## src/rtl/sc_ctrl_decode.sv

```systemverilog
module sc_ctrl_decode (
  input  logic [5:0] opcode,
  input  logic [5:0] funct,
  output logic       dst_is_rd,
  output logic       src_is_imm,
  output logic       load_to_reg,
  output logic       rf_we,
  output logic       dmem_re,
  output logic       dmem_we,
  output logic       is_branch,
  output logic [1:0] alu_class,
  output logic [3:0] alu_code
);
  localparam logic [5:0] OP_REG   = 6'b000000;
  localparam logic [5:0] OP_BEQ   = 6'b000100;
  localparam logic [5:0] OP_LOAD  = 6'b100011;
  localparam logic [5:0] OP_STORE = 6'b101011;

  localparam logic [1:0] CLS_ADD = 2'b00;
  localparam logic [1:0] CLS_SUB = 2'b01;
  localparam logic [1:0] CLS_FN  = 2'b10;

  localparam logic [3:0] ALU_AND = 4'b0000;
  localparam logic [3:0] ALU_OR  = 4'b0001;
  localparam logic [3:0] ALU_ADD = 4'b0010;
  localparam logic [3:0] ALU_SUB = 4'b0110;
  localparam logic [3:0] ALU_SLT = 4'b0111;

  logic [6:0] ctl;

  always_comb begin
    ctl       = 7'b0;
    alu_class = CLS_ADD;
    case (opcode)
      OP_REG:   begin ctl = 7'b1001000; alu_class = CLS_FN;  end
      OP_LOAD:  begin ctl = 7'b0111100;                      end
      OP_STORE: begin ctl = 7'b0100010;                      end
      OP_BEQ:   begin ctl = 7'b0000001; alu_class = CLS_SUB; end
      default:  begin ctl = 7'b0;                            end
    endcase
  end

  assign {dst_is_rd, src_is_imm, load_to_reg, rf_we, dmem_re, dmem_we, is_branch} = ctl;

  always_comb begin
    case (alu_class)
      CLS_SUB: alu_code = ALU_SUB;
      CLS_FN: begin
        case (funct)
          6'b100010: alu_code = ALU_SUB;
          6'b100100: alu_code = ALU_AND;
          6'b100101: alu_code = ALU_OR;
          6'b101010: alu_code = ALU_SLT;
          default:   alu_code = ALU_ADD;
        endcase
      end
      default: alu_code = ALU_ADD;
    endcase
  end
endmodule


```

## config.mk

```make
export PLATFORM = sky130hd
export DESIGN_NAME = sc_ctrl_decode
export DESIGN_NICKNAME = d
export VERILOG_FILES = /design/src/rtl/sc_ctrl_decode.sv
export SDC_FILE = /design/constraint.sdc
export NUM_CORES = 1
export LEC_CHECK = 0
export CAP_MARGIN = 20
export CORE_AREA = 10 10 47 49
export DETAILED_ROUTE_END_ITERATION = 10
export DIE_AREA = 0 0 57 59
export SYNTH_ARGS = -nofsm -noshare
export SYNTH_HDL_FRONTEND = slang
export SYNTH_SLANG_ARGS = --single-unit
```

## constraint.sdc

```tcl
create_clock -name vclk -period 7.3
set_input_delay 1.46 -clock vclk [all_inputs]
set_output_delay 1.46 -clock vclk [all_outputs]
set_load 0.1 [all_outputs]
```

==> results.json <==
{
  "final_cells": 68,
  "worstPathRequired_ns": 5.84,
  "synth.area.top_cells": "ha_1 15%, or4bb_1 13%, nor3_1 9.8%",
  "p_sw_share_pct": 56.8,
  "rsz0062_at_grt": "no",
  "cp_top_family": "buffers and inverters",
  "place_congestion": 0.616,
  "core-area_sq_um": 1400,
  "initial_core_util_pct": 18.2,
  "io_pins": 25,
  "avgRoutedWirePerCell_um": 12.9,
  "synth_xor_xnor_area_share_pct": 0,
  "port_buffers": 24,
  "holdPathStages": 4,
  "intPower_mw": 0.00860,
  "antenna_cells": 0,
  "grt_max_degree": 12,
  "powerDensity_nw_per_um2": 42.4,
  "hold_viol_final": 0,
  "finalWorstSetupSlack_ns": 1.32,
  "yosys_warnings": 0,
  "synth_compound_area_share_pct": 9.31,
  "p_comb_share_pct": 100.0,
  "finalCriticalPeriod_ns": 5.98,
  "synthSimpleGateAreaFrac_pct": 56.9,
  "crit_slowest_cell": "clkdlybuf4s50_1",
  "grt_pass1_wl_um": 1440,
  "postSynthNetCount": 49,
  "syn_area_sq_um": 255,
  "hold_buffers": 0,
  "cp_data_arrival_time_ns": 4.52,
  "yosys.area.top_type_share_pct": 14.7,
  "ctsResizeCount": 0,
  "path_cells": "clkdlybuf4s50_1 -> or4_4 -> or3_1 -> ha_1 -> nor3_1 -> a21oi_1 -> clkdlybuf4s50_1",
  "synthToLayoutAreaGrowth_pct": 83.8,
  "avgSynthCellArea_sq_um": 7.51,
  "cts_setup_buffers": 0,
  "drive_above_1_share_pct": 7.69,
  "grt_pass1_vias": 344,
  "hold_class": "input pin to output pin",
  "vdd_ir_drop_max_mv": 0.0173,
  "clock_power_share_pct": 0,
  "final.setup.tns_ns": 0,
  "crit_top_cell": "clkdlybuf4s50_1",
  "seq_cell_count": 0,
  "dpl_worst_slack_ns": 1.32,
  "end_kind": "output pin",
  "slew_viol_final": 0,
  "synth_top_family_by_area": "simple AND/OR/NAND/NOR gates",
  "synth_fa_ha_area_share_pct": 14.7,
  "critical_path_buf_inv_count": 2,
  "die_h_um": 59,
  "vias": 320,
  "yosys.area.top_type": "ha_1",
  "min_to": "alu_code[0]",
  "drt_pass1_iterations": 3,
  "drc": 0,
  "power.leakage_nw": 0.151,
  "cp-startpoint": "opcode[4]",
  "hp-start": "funct[5]",
  "viasPerCell": 4.71,
  "synthMostInstantiatedCell": "nor3_1",
  "wl_um": 879,
  "fp.dieW_um": 57,
  "p_sw_mw": 0.0113,
  "status": "finished, final reports clean",
  "std_cell_rows": 14,
  "tightestPinTransition_ns": 0.991,
  "gr-usage-all-layers_pct": 4.75,
  "power.share.sequential_pct": 0,
  "setup_viol": 0,
  "total_power_mw": 0.0199,
  "drt_iter0_drc": 1,
  "overflow": 0,
  "ys_seq_area_share_pct": 0,
  "fill_cells": 170,
  "cp_max_fo": 8,
  "crit_type": "input pin to output pin",
  "fin_nets": 69,
  "ys_types": 20,
  "slowest_delay_ns": 1.15,
  "fmax_ghz": 0.167,
  "seq_area_sq_um": 0,
  "antenna_found_initial": 0,
  "nClkBuffers": 0,
  "fin_hold_ws_ns": 3.79,
  "slew_headroom_pct": 33.7,
  "synthCells": 34,
  "max_cap_viol_count": 0,
  "antenna_left": 0,
  "die_area_sq_um": 3360,
  "synthMuxAreaShare_pct": 0,
  "critPathLaunchType": "input pin",
  "post-route-period-util_pct": 81.9,
  "synth_common_cells": "5 x nor3_1, 3 x buf_4, 3 x ha_1, 3 x nor3b_1, 3 x or4bb_1",
  "dp.cells": 68
}
==> routing by layer <==
metal  up-vias  global-route usage, %  share of wire (%)
li1        161                      -                  -
met4         0                      0                  0
met5         -                      0                  0
met1       143                   5.08                 44
met2        16                   8.37                 43
met3         0                   2.79                 13
==> worst max path at each step <==
stage / cells after the start / to
after floorplan: 5 / alu_class[1]
after global placement: 7 / alu_code[1]
after detailed placement: 7 / alu_code[1]
after CTS: 7 / alu_code[1]
after global routing: 7 / alu_code[1]
final: 7 / alu_code[1]
==> logic make-up (layout without fill, tap and decap cells) <==
logic type / count (synthesis) / after routing
fa+ha+maj: 3 / 3
simple gates: 19 / 19
buf+inv: 7 / 25
compound gates: 4 / 4
other cells: 1 / 1
==> cell usage in the layout, fill, tap and decap left out, drive strengths merged, types with 2 or more instances in the layout <==
cell,count
a21oi,2
buf,2
clkdlybuf4s50,22
ha,3
nor3,5
nor3b,3
or3b,2
or4bb,3
==> power groups by stage <==
stage / clock [mW] / sequential (mW) / combinational, mW
after floorplan: 0 / 0 / 0.0119
after global placement: 0 / 0 / 0.0199
after detailed placement: 0 / 0 / 0.0199
after CTS: 0 / 0 / 0.0200
after global routing: 0 / 0 / 0.0210
final: 0 / 0 / 0.0199
==> per-stage QoR <==
step,instance area [sq um],utilization (%)
2_1_floorplan,255,-
3_3_place_gp,469,33.5
3_5_place_dp,469,33.5
4_1_cts,469,33.5
5_1_grt,469,33.5
6_report,469,33.5
==> final cells by class <==
type               instances  area, sq um  share of cell area (%)
repair buffers            24          235                    50.1
multi-input cells         27          210                    44.8
well taps                 16         20.0                    4.27
inverters                  1         3.75                   0.800
(Power assumes the default switching activity.)
